[src/rtl/mlp_pkg.sv]
// Shared definitions for the multi-lane PRBS self-test checker.
// Assumes one status field per lane of ERR_W count bits plus a pass bit.
package mlp_pkg;
    parameter int ERR_W = 7;
    localparam int STAT_W = ERR_W + 1;
    localparam logic [ERR_W-1:0] ERR_MAX = '1;

    typedef struct packed {
        logic [ERR_W-1:0] err;
        logic             pass;
    } lane_stat_t;
endpackage

[src/rtl/mlp_lane_check.sv]
// One lane's checker: seeds a PRBS-7 state from the first accepted word,
// compares each later word with the next WORD_W generated bits, counts
// mismatches with saturation and raises a sticky pass flag after PASS_SYMS
// compared words. Assumes WORD_W >= 7 and that clearing happens while inactive.
module mlp_lane_check
    import mlp_pkg::*;
#(
    parameter int WORD_W = 8,
    parameter int PASS_SYMS = 44_000_000
) (
    input  logic              clk,
    input  logic              rst_n,
    input  logic              active,
    input  logic              pll_lock,
    input  logic              valid,
    input  logic [WORD_W-1:0] word,
    output lane_stat_t        stat
);
    localparam int CNT_W = $clog2(PASS_SYMS + 1);
    localparam logic [CNT_W-1:0] CNT_TOP = CNT_W'(PASS_SYMS);
    localparam logic [CNT_W-1:0] CNT_LAST = CNT_W'(PASS_SYMS - 1);

    logic [6:0]       state_q;
    logic             seeded_q;
    logic [CNT_W-1:0] cnt_q;
    logic [WORD_W-1:0] expect_w;

    // Produce the next WORD_W PRBS-7 bits, first bit in the MSB.
    function automatic logic [WORD_W-1:0] prbs_word(input logic [6:0] s);
        logic [6:0]        r;
        logic              nb;
        logic [WORD_W-1:0] w;
        r = s;
        w = '0;
        for (int i = 0; i < WORD_W; i++) begin
            nb = r[6] ^ r[5];
            w[WORD_W-1-i] = nb;
            r = {r[5:0], nb};
        end
        return w;
    endfunction

    // Expected word for the current state.
    always_comb expect_w = prbs_word(state_q);

    // Seed, step, compare, count and flag on each accepted word.
    always_ff @(posedge clk) begin
        if (!rst_n || !active) begin
            state_q   <= '0;
            seeded_q  <= 1'b0;
            cnt_q     <= '0;
            stat.err  <= '0;
            stat.pass <= 1'b0;
        end else if (pll_lock && valid) begin
            if (!seeded_q) begin
                state_q  <= word[6:0];
                seeded_q <= 1'b1;
            end else begin
                state_q <= expect_w[6:0];
                if (word != expect_w && stat.err != ERR_MAX) stat.err <= stat.err + 1'b1;
                if (cnt_q != CNT_TOP) cnt_q <= cnt_q + 1'b1;
                if (cnt_q == CNT_LAST) stat.pass <= 1'b1;
            end
        end
    end
endmodule

[config.mk]
export PLATFORM = sky130hd
export DESIGN_NAME = mlp_lane_check
export DESIGN_NICKNAME = d
export VERILOG_FILES = /design/src/rtl/mlp_pkg.sv /design/src/rtl/mlp_lane_check.sv
export SDC_FILE = /design/constraint.sdc
export NUM_CORES = 1
export LEC_CHECK = 0
export BUFFER_PORTS_ARGS = -buffer_cell sky130_fd_sc_hd__buf_2
export CORE_MARGIN = 10
export CORE_UTILIZATION = 35
export DETAILED_ROUTE_END_ITERATION = 8
export SYNTH_ARGS = -nofsm -noshare
export SYNTH_HDL_FRONTEND = slang
export SYNTH_SLANG_ARGS = --single-unit
[constraint.sdc]
create_clock -name clk -period 1.9 [get_ports clk]
set_clock_uncertainty 0.05 [all_clocks]
set_input_delay 0.38 -clock clk [delete_from_list [all_inputs] [get_ports clk]]
set_output_delay 0.38 -clock clk [all_outputs]
set_load 0.005 [all_outputs]
; ---- Word level (Yosys, flattened, before mapping)
; Index checks and enable logic that the tools add are counted.
[totals]
regBits = 42
inputBits = 13
out_inout_bits = 8
wordCells = 28
[classes]
add_sub_neg = 2
eq_ne = 4
n_mux = 1
n_bitwise = 8
reduce_logical = 8
[op_table]
columns = op, n
row1 = "26-bit by 1-bit adder with 26-bit output, second input constant", 1
row2 = "26-bit equality test, second input constant", 1
row3 = "26-bit inequality test, second input constant", 1
row4 = 3-bit AND reduction, 3
row5 = 8-bit inequality test, 1
row6 = 1-bit bitwise XOR, 8
row7 = "7-bit by 1-bit adder with 7-bit output, second input constant", 1
row8 = 7-bit two-way mux, 1
row9 = "7-bit inequality test, second input constant", 1
row10 = 1-bit logical AND, 2
row11 = 1-bit logical NOT, 2
row12 = 1-bit logical OR, 1

; ---- Depth between registers and ports, before layout
; Gate-level depths: netlist (run 1).
[depth]
ltp_word = 5
mapped_depth = 8
depth_no_buf = 7

; ---- Least setup slack after synthesis (run 1)
; OpenSTA, ideal clock, no wires.
[synth_path]
path_type = register to register
start = register state_q[5]
end = register stat[6] (netlist name)
setup_ns = 0.070
t_arrival_ns = 1.635
slack_ns = 0.144
stages_incl_launch_ff = 8
n_path_buf = 1
synth_period_minus_slack_ns = 1.756
cell_sequence = dfxtp_1 -> buf_2 -> xor2_1 -> and3_2 -> o22ai_2 -> nor3_1 -> or4_1 -> a21oi_1
[synth_between]
elab_chain_len = 5
[synth_lines]
columns = element, line_no
row1 = from (decl), mlp_lane_check.sv:23  ; logic [6:0] state_q;
row2 = from (signal assigned), mlp_lane_check.sv:56  ; state_q <= word[6:0];
row3 = from (signal assigned), mlp_lane_check.sv:59  ; state_q <= expect_w[6:0];
row4 = 1-bit bitwise XOR (2 in series), mlp_lane_check.sv:36  ; nb = r[6] ^ r[5];
row5 = 8-bit inequality test *, mlp_lane_check.sv:60  ; if (word != expect_w && stat.err != ERR_MAX) stat.err <= stat.err + 1'b1;
row6 = 1-bit logical AND *, mlp_lane_check.sv:60
row7 = 3-bit AND reduction (no line) *, -
row8 = to (decl), mlp_lane_check.sv:17  ; output lane_stat_t stat
; Mark *: on every way between the ends. The rest lies on a longest branch, timed or not.
; A chain may end at the register's enable or synchronous reset.

; ---- Final worst setup path (run 1)
[layout_path]
start = register state_q[5]
end = register stat[3] (netlist name)
; The elaborated chain is that of the path after synthesis.

==> results of run 1 <==
cells in the mapped netlist, drive strengths merged (3+ instances only):
| cell | instances |
|---|---|
| xnor2 | 17 |
| nand3 | 12 |
| or4 | 3 |
| ha | 3 |
| o21ai | 7 |
| inv | 4 |
| buf | 5 |
| and4 | 3 |
| xor2 | 21 |
| clkbuf | 6 |
| or3 | 5 |
| and3 | 12 |
| nand4 | 10 |
| nor2 | 43 |
| nand2 | 20 |
| a211oi | 6 |
| nor4 | 3 |
| dfxtp | 42 |
| a21oi | 14 |
| nor3 | 7 |
| o31ai | 3 |
logic make-up after synthesis:
| kind of cell | count (synthesis) | synth area share |
|---|---|---|
| XOR/XNOR | 38 | 0.1574 |
| AND/OR/NAND/NOR | 121 | 0.2834 |
| adder cells (fa/ha/maj) | 3 | 0.01775 |
| flip-flops | 42 | 0.3976 |
| buffers and inverters | 15 | 0.03017 |
| AO/OA/AOI/OAI | 35 | 0.1041 |
| multiplexers | 2 | 0.009468 |
power by group:
group          internal, mW  switching (mW)  leakage, nW
combinational        0.0385          0.0549        0.554
clock                 0.293           0.301       0.0482
sequential            0.884         0.00571        0.340
total                  1.22           0.362        0.943
cell usage in the layout, fill, tap and decap left out, types with 2 or more instances in the layout:
cell / Yosys / layout
sky130_fd_sc_hd__buf_2: 3 / 20
sky130_fd_sc_hd__dfxtp_1: 42 / 39
sky130_fd_sc_hd__xor2_1: 21 / 20
sky130_fd_sc_hd__nor2_1: 43 / 43
sky130_fd_sc_hd__a211oi_1: 6 / 6
sky130_fd_sc_hd__inv_1: 4 / 4
sky130_fd_sc_hd__ha_1: 3 / 3
sky130_fd_sc_hd__o31ai_2: 1 / 2
sky130_fd_sc_hd__nand2_1: 20 / 20
sky130_fd_sc_hd__nor4_1: 3 / 3
sky130_fd_sc_hd__nor4b_1: 2 / 2
sky130_fd_sc_hd__nand4_1: 9 / 9
sky130_fd_sc_hd__or3_1: 5 / 5
sky130_fd_sc_hd__nor3_1: 7 / 6
sky130_fd_sc_hd__xnor2_1: 17 / 17
sky130_fd_sc_hd__nand3_1: 12 / 11
sky130_fd_sc_hd__o21a_1: 2 / 2
sky130_fd_sc_hd__dfxtp_2: 0 / 3
sky130_fd_sc_hd__and4_1: 3 / 3
sky130_fd_sc_hd__a21oi_1: 14 / 14
sky130_fd_sc_hd__o211ai_1: 2 / 2
sky130_fd_sc_hd__buf_4: 1 / 15
sky130_fd_sc_hd__clkbuf_8: 0 / 6
sky130_fd_sc_hd__and3_1: 11 / 11
sky130_fd_sc_hd__mux2i_1: 2 / 2
sky130_fd_sc_hd__o21ai_1: 2 / 2
sky130_fd_sc_hd__o21ai_0: 5 / 5
sky130_fd_sc_hd__or4_1: 3 / 3
worst max-delay path by stage:
stage                    start       to  slack [ns]  cells after the start
detailed placement     word[0]  stat[7]       -0.05                      9
global route        state_q[5]  stat[7]     -0.0003                      8
CTS                 state_q[6]  stat[1]        0.06                      7
finish              state_q[5]  stat[3]        0.12                      7
floorplan           state_q[5]  stat[6]        0.14                      7
global placement       word[7]  stat[6]        0.02                      9
worst max-delay path, stage by stage (launching register included):
cell                      delay, ns
sky130_fd_sc_hd__dfxtp_1       0.35
sky130_fd_sc_hd__xor2_1        0.18
sky130_fd_sc_hd__and3_2        0.22
sky130_fd_sc_hd__o22ai_2       0.17
sky130_fd_sc_hd__nor3_2        0.07
sky130_fd_sc_hd__buf_4         0.16
sky130_fd_sc_hd__or4_1         0.46
sky130_fd_sc_hd__o21ai_1       0.08
layout make-up:
cell class                      instances  share of cell area
Timing Repair Buffer                   35             0.08543
Clock inverter                          1            0.002010
Multi-Input combinational cell        199              0.4950
Clock buffer                            7             0.03467
Sequential cell                        42              0.3392
Tap cell                               75             0.03769
Inverter                                4            0.006030
state kept, by name, indices dropped and copies added, names as in the netlist:
register,flops
seeded_q,1
cnt_q,26
stat,8
state_q,7
per-layer routing:
metal | part of all wire | wire (µm) | GRT usage | vias to the layer above
met4 | 0.012 | 53 | 0.03468 | 0
met1 | 0.48 | 2119 | 0.1091 | 851
li1 | - | - | - | 956
met2 | 0.46 | 2052 | 0.1548 | 24
met5 | 0 | 0 | 0 | -
met3 | 0.049 | 220 | 0.03058 | 6
metrics by stage:
step	setup TNS [ns]	power [mW]	hold slack, ns	std cells	setup slack (ns)
floorplan	0	0.9695	0.4128	256	0.1444
global placement	0	1.001	0.3958	355	0.01722
detailed placement	-0.05260	1.003	0.3985	355	-0.04780
CTS	0	1.603	0.3146	363	0.06240
global route	-0.0003353	1.654	0.3489	363	-0.0003353
finish	0	1.578	0.3235	363	0.1200
repair_timing:
action,CTS,global route
resized for setup,0,7
endpoints found under the hold margin,0,0
endpoints found under the setup margin,0,7
==> summary.md, run 1 <==
| Metric | Value |
|---|---|
| X dimension of the die | 97.73 µm |
| Worst-case vdd ir drop | 0.0003226 V |
| Number of antenna violations at the first check in global routing | 0 |
| Area growth from synthesis to layout | 17.75% |
| CP Data Arrival Time | 1.96 ns |
| Area of the placeable core | 5886 µm² |
| Register-to-Register Setup Slack | 0.12 ns |
| Min-Delay Path Class | input port to flop |
| Kind of start point of the critical path | flop |
| Count of filler cells inserted in the layout | 603 |
| Transition at the pin with the smallest max-transition slack | 0.4279 ns |
| Achievable Freq | 561.8 MHz |
| Starting density of the core | 0.3593 |
| Area enclosed by the die boundary | 9550 µm² |
| Rows | 28 |
| Inserted Diodes | 0 |
| Status | complete, no violations |
| Placed standard-cell area | 2372 µm² |
| First-pass GRT wire length | 7741 µm |
| Number of buffers created by CTS | 5 |
| Clock tree from TritonCTS | done |
| DR DRC count | 0 |
| Hold EP | seeded_q |
| Most used flip-flop cell after synthesis | sky130_fd_sc_hd__dfxtp_1 |
| Source-to-sink clock delay at the later pin of the worst-skew pair | 0.29 ns |
| Largest fanout on the critical path | 8 |
| Worst slew margin relative to its limit | 0.7141 |
| Via count of the first global-routing pass | 1773 |
| Fin. Hold Viols | 0 |
| Average routed wire per standard cell | 12.25 µm |
| Max H-tree Level | 2 |
| Final core area utilization | 0.4230 |
| Cell type with the largest total area after synthesis | sky130_fd_sc_hd__dfxtp_1 |
| Vertical die dimension | 97.73 µm |
| Start of the worst register-to-register path | state_q[5] |
| Non-Filler Cell Area, Final | 2490 µm² |
| Setup violations, final | 0 |
| Critical setup path kind | flop to flop |
| Net count reported at finish | 303 |
| GRT overflow | 0 |
| Post-synthesis cell type count | 33 |
| Share of the clock period used by the worst path after layout | 0.9368 |
| Post-synthesis net count | 272 |
| Total area of sequential cells | 844.6 µm² |
| Share of the synthesized area in the top cell type | 0.3976 |
| Via count of the routed design | 1837 |
| Worst setup EP type | flop |
| Share of async-settable or async-resettable flops after synthesis | 0 |
| Pwr Density | 633.6 nW/µm² |
| Gate count after technology mapping | 256 |
| Sequential share of the synthesized area | 0.3976 |
| 1st-iter DRT viols | 88 |
| Mean number of vias per cell | 5.061 |
| Multi-input gate area | 1232 µm² |
| Max capacitance violation total | 0 |
| Total standard cell area after synthesis | 2115 µm² |
| Maximum number of pins on one net before global-route repair | 38 |
| Required time reported for the critical path endpoint | 2.08 ns |
| Post-cts hold buffer count | 0 |
| Ratio of cells with drive above 1 in the final layout | 0.1840 |
| Synthesis-stage register bit count | 42 |
| Buffers added on ports | 20 |
| Worst flop-to-flop path endpoint | stat[3] |
| Start point of the worst min-delay path | pll_lock |
| R2r worst-path depth | 7 |
| Post-synth EDFFs | 0 |
| Worst hold path cell count | 3 |
| Setup Fix Bufs, Post-CTS | 0 |
| Total I/O pin count | 21 |
| Number of search-and-repair iterations in the first detailed-routing pass | 4 |
| Post-layout min period | 1.780 ns |
| Leak pwr | 0.9426 nW |
| Post-Synthesis Mean Instance Area | 8.260 µm² |
| Unrepaired setup endpoints after global routing | true |
| Count of pins over their slew limit | 0 |
| Post-detail-place hpwl | 3143 µm |
| Clk sinks | 42 |
| Number of buffers between clock root and the deepest sink | 2 |
| DRT antenna net count | 0 |
| Overall track demand over capacity in global routing | 0.09330 |
| Clock transition at path regs | 0.08 ns |
| Clock root cell | sky130_fd_sc_hd__clkbuf_8 |
| Routability-driven placement congestion ratio | 0.7759 |
| Top cells by area in the synthesized netlist | sky130_fd_sc_hd__dfxtp_1 40%, sky130_fd_sc_hd__xor2_1 8.7%, sky130_fd_sc_hd__nor2_1 7.6%, sky130_fd_sc_hd__xnor2_1 7.0%, sky130_fd_sc_hd__nand2_1 3.6% |
| Count of warnings emitted by yosys | 0 |
| Detailed-route wire length | 4445 µm |
No activity file was read; power rests on OpenSTA's default activity.
==> run 2: changes to the inputs <==
--- a/config.mk
+++ b/config.mk
@@ -6,9 +6,9 @@
 export NUM_CORES = 1
 export LEC_CHECK = 0
 export BUFFER_PORTS_ARGS = -buffer_cell sky130_fd_sc_hd__buf_2
-export CORE_MARGIN = 10
 export CORE_UTILIZATION = 35
 export DETAILED_ROUTE_END_ITERATION = 8
+export HOLD_SLACK_MARGIN = 0.03
 export SYNTH_ARGS = -nofsm -noshare
 export SYNTH_HDL_FRONTEND = slang
 export SYNTH_SLANG_ARGS = --single-unit
==> run 2 against run 1 <==
Global-route usage rose by 4.7 points. Sequential share of layout area fell by 0.67 points. Via count fell by 1.7%. Sequential cell count did not move. Power fell by 0.20%. Register-to-register slack barely moved. Final cell count rose by 0.55%. Critical path depth fell by 1. Worst hold slack got worse by 0.0035 ns. First-iteration DRC count fell by 48%. Fmax fell by 0.58%. Die area fell by 33%.
==> summary.md, run 2 (synthesized netlist as in run 1, its figures left out) <==
| Metric | Value |
|---|---|
| X dimension of the die | 79.73 µm (was 97.73 µm) |
| Clock tree from TritonCTS | done (unchanged) |
| Final core area utilization | 0.4495 (was 0.4230) |
| Number of instances in the placed design | 356 (was 355) |
| Max capacitance violation total | 0 (unchanged) |
| Relative contribution of combinational cells to total power | 0.065 (was 0.059) |
| Net count reported at finish | 308 (was 303) |
| Min-Delay Path Class | input port to flop (unchanged) |
| Vertical die dimension | 79.73 µm (was 97.73 µm) |
| DRT antenna net count | 0 (unchanged) |
| Area of the placeable core | 5675 µm² (was 5886 µm²) |
| Worst setup path start | state_q[2] (was state_q[5]) |
| Largest fanout on the critical path | 8 (unchanged) |
| Mean number of vias per cell | 4.945 (was 5.061) |
| Leak pwr | 0.9843 nW (was 0.9426 nW) |
| Transition at the pin with the smallest max-transition slack | 0.4210 ns (was 0.4279 ns) |
| Kind of start point of the critical path | flop (unchanged) |
| Via count of the routed design | 1805 (was 1837) |
| Net switching share of the total power | 0.2254 (was 0.2292) |
| CP Data Arrival Time | 1.97 ns (was 1.96 ns) |
| Start point of the worst min-delay path | valid (was pll_lock) |
| Fraction of power consumed by sequential logic | 0.564 (about the same) |
| Int Pwr | 1.220 mW (was 1.216 mW) |
| Max H-tree Level | 2 (unchanged) |
| Sw power | 0.3548 mW (was 0.3616 mW) |
| Start of the worst register-to-register path | state_q[2] (was state_q[5]) |
| Post-cts hold buffer count | 0 (unchanged) |
| Required time reported for the critical path endpoint | 2.08 ns (about the same) |
| Area growth from synthesis to layout | 20.65% (was 17.75%) |
| Pwr Density | 617.1 nW/µm² (was 633.6 nW/µm²) |
| Post-detail-place hpwl | 3013 µm (was 3143 µm) |
| Number of flip-flops under the largest register name | 26 (unchanged) |
| Starting density of the core | 0.3726 (was 0.3593) |
| Clock root cell | sky130_fd_sc_hd__clkbuf_8 (unchanged) |
| Ratio of cells with drive above 1 in the final layout | 0.2116 (was 0.1840) |
| Number of antenna violations at the first check in global routing | 0 (unchanged) |
| Source-to-sink clock delay at the later pin of the worst-skew pair | 0.29 ns (about the same) |
| Number of buffers created by CTS | 5 (unchanged) |
| First-pass GRT wire length | 6913 µm (was 7741 µm) |
| Via count of the first global-routing pass | 1561 (was 1773) |
| Clk sinks | 42 (unchanged) |
| Most frequent standard cell in the layout excluding fill and tap cells | sky130_fd_sc_hd__nor2_1 (unchanged) |
| Post-Layout Cell Count | 365 (was 363) |
| GRT overflow | 0 (unchanged) |
| Inserted Diodes | 0 (unchanged) |
| DR DRC count | 0 (unchanged) |
| Highest-count cells in the layout ignoring fill and taps | 43 x sky130_fd_sc_hd__nor2_1, 38 x sky130_fd_sc_hd__dfxtp_1 (was 43 x sky130_fd_sc_hd__nor2_1, 39 x sky130_fd_sc_hd__dfxtp_1, 20 x sky130_fd_sc_hd__nand2_1, 20 x sky130_fd_sc_hd__xor2_1, 20 x sky130_fd_sc_hd__buf_2) |
| Number of search-and-repair iterations in the first detailed-routing pass | 4 (unchanged) |
| Relative contribution of the clock network to total power | 0.371 (was 0.377) |
| Buffers added on ports | 20 (unchanged) |
| Detailed-route wire length | 4174 µm (was 4445 µm) |
| Worst Hold Margin | 0.3200 ns (was 0.3235 ns) |
| Number of buffers between clock root and the deepest sink | 2 (unchanged) |
| Rows | 27 (was 28) |
| Total I/O pin count | 21 (unchanged) |
| Area enclosed by the die boundary | 6356 µm² (was 9550 µm²) |
| Count of pins over their slew limit | 0 (unchanged) |
| Final-layout setup total negative slack | 0 ns (unchanged) |
| Maximum number of pins on one net before global-route repair | 30 (was 38) |
| Clock transition at path regs | 0.07 ns (was 0.08 ns) |
| Share of the clock period used by the worst path after layout | 0.9424 (was 0.9368) |
| Achievable Freq | 558.5 MHz (was 561.8 MHz) |
| Routability-driven placement congestion ratio | 0.7748 (was 0.7759) |
| Largest Register | cnt_q (unchanged) |
| 1st-iter DRT viols | 46 (was 88) |
| Average routed wire per standard cell | 11.44 µm (was 12.25 µm) |
| Largest registers | cnt_q: 26 flops, stat: 8 flops, state_q: 7 flops (unchanged) |
| Worst-case vdd ir drop | 0.0003840 V (was 0.0003226 V) |
| Critical setup path kind | flop to flop (unchanged) |
| Overall track demand over capacity in global routing | 0.1403 (was 0.09330) |
| Setup violations, final | 0 (unchanged) |
| Post-layout min period | 1.790 ns (was 1.780 ns) |
| Worst setup EP type | flop (unchanged) |
| Worst slew margin relative to its limit | 0.7187 (was 0.7141) |
| Status | complete, no violations (unchanged) |
| Fin. Hold Viols | 0 (unchanged) |
-- run 2: through the flow --
stage / total power [mW] / instance area [µm²] / setup slack (ns)
floorplan: 0.9695 / 2115 / 0.1444
global route: 1.639 / 2551 / -0.004967
finish: 1.574 / 2551 / 0.1095
CTS: 1.591 / 2509 / 0.004563
detailed placement: 1.005 / 2399 / -0.1252
global placement: 1.005 / 2399 / -0.07443
-- run 2: per-layer routing --
| metal | track usage | vias to the layer above | routed length, µm |
|---|---|---|---|
| met5 | 0 | - | 0 |
| met4 | 0.07091 | 0 | 80 |
| met3 | 0.02400 | 6 | 107 |
| li1 | - | 961 | - |
| met1 | 0.1826 | 816 | 2189 |
| met2 | 0.2214 | 22 | 1797 |
-- run 2: worst paths after layout --
kind	end	cells past startpoint	slack [ns]
worst min register to register	stat[0]	1	0.42
worst max register to register	stat[6]	6	0.11
worst max-delay path	stat[6]	6	0.11
worst min-delay path	seeded_q	3	0.32
-- run 2: power by group through the flow --
stage | clock network [mW] | registers [mW] | logic (mW)
6_report | 0.584 | 0.888 | 0.103
5_1_grt | 0.638 | 0.889 | 0.113
4_1_cts | 0.603 | 0.889 | 0.0987
3_5_place_dp | 0 | 0.909 | 0.0962
3_3_place_gp | 0 | 0.909 | 0.0956
2_1_floorplan | 0 | 0.909 | 0.0608
-- run 2: layout make-up --
| class | instances | area (µm²) |
|---|---|---|
| clock buffer | 7 | 86.33 |
| sequential | 42 | 848.3 |
| clock inverter | 1 | 5.005 |
| tap | 72 | 90.09 |
| inverter | 4 | 15.01 |
| fill | 593 | 3124 |
| timing repair buffer | 40 | 250.2 |
| multi-input combinational | 199 | 1256 |
-- run 2: what timing repair did --
action | in CTS | in global routing
endpoints found under the setup margin | 1 | 2
pin swaps | 0 | 4
resized for setup | 5 | 8
buffers inserted | 0 | 2
-- run 2: worst max-delay path: stages, from the launching register on --
cell and delay (ns):
sky130_fd_sc_hd__dfxtp_2 0.35, sky130_fd_sc_hd__xor2_1 0.17, sky130_fd_sc_hd__and3_1 0.18, sky130_fd_sc_hd__o21ai_1 0.24
sky130_fd_sc_hd__nor3_4 0.10, sky130_fd_sc_hd__or4_4 0.52, sky130_fd_sc_hd__a21oi_2 0.12
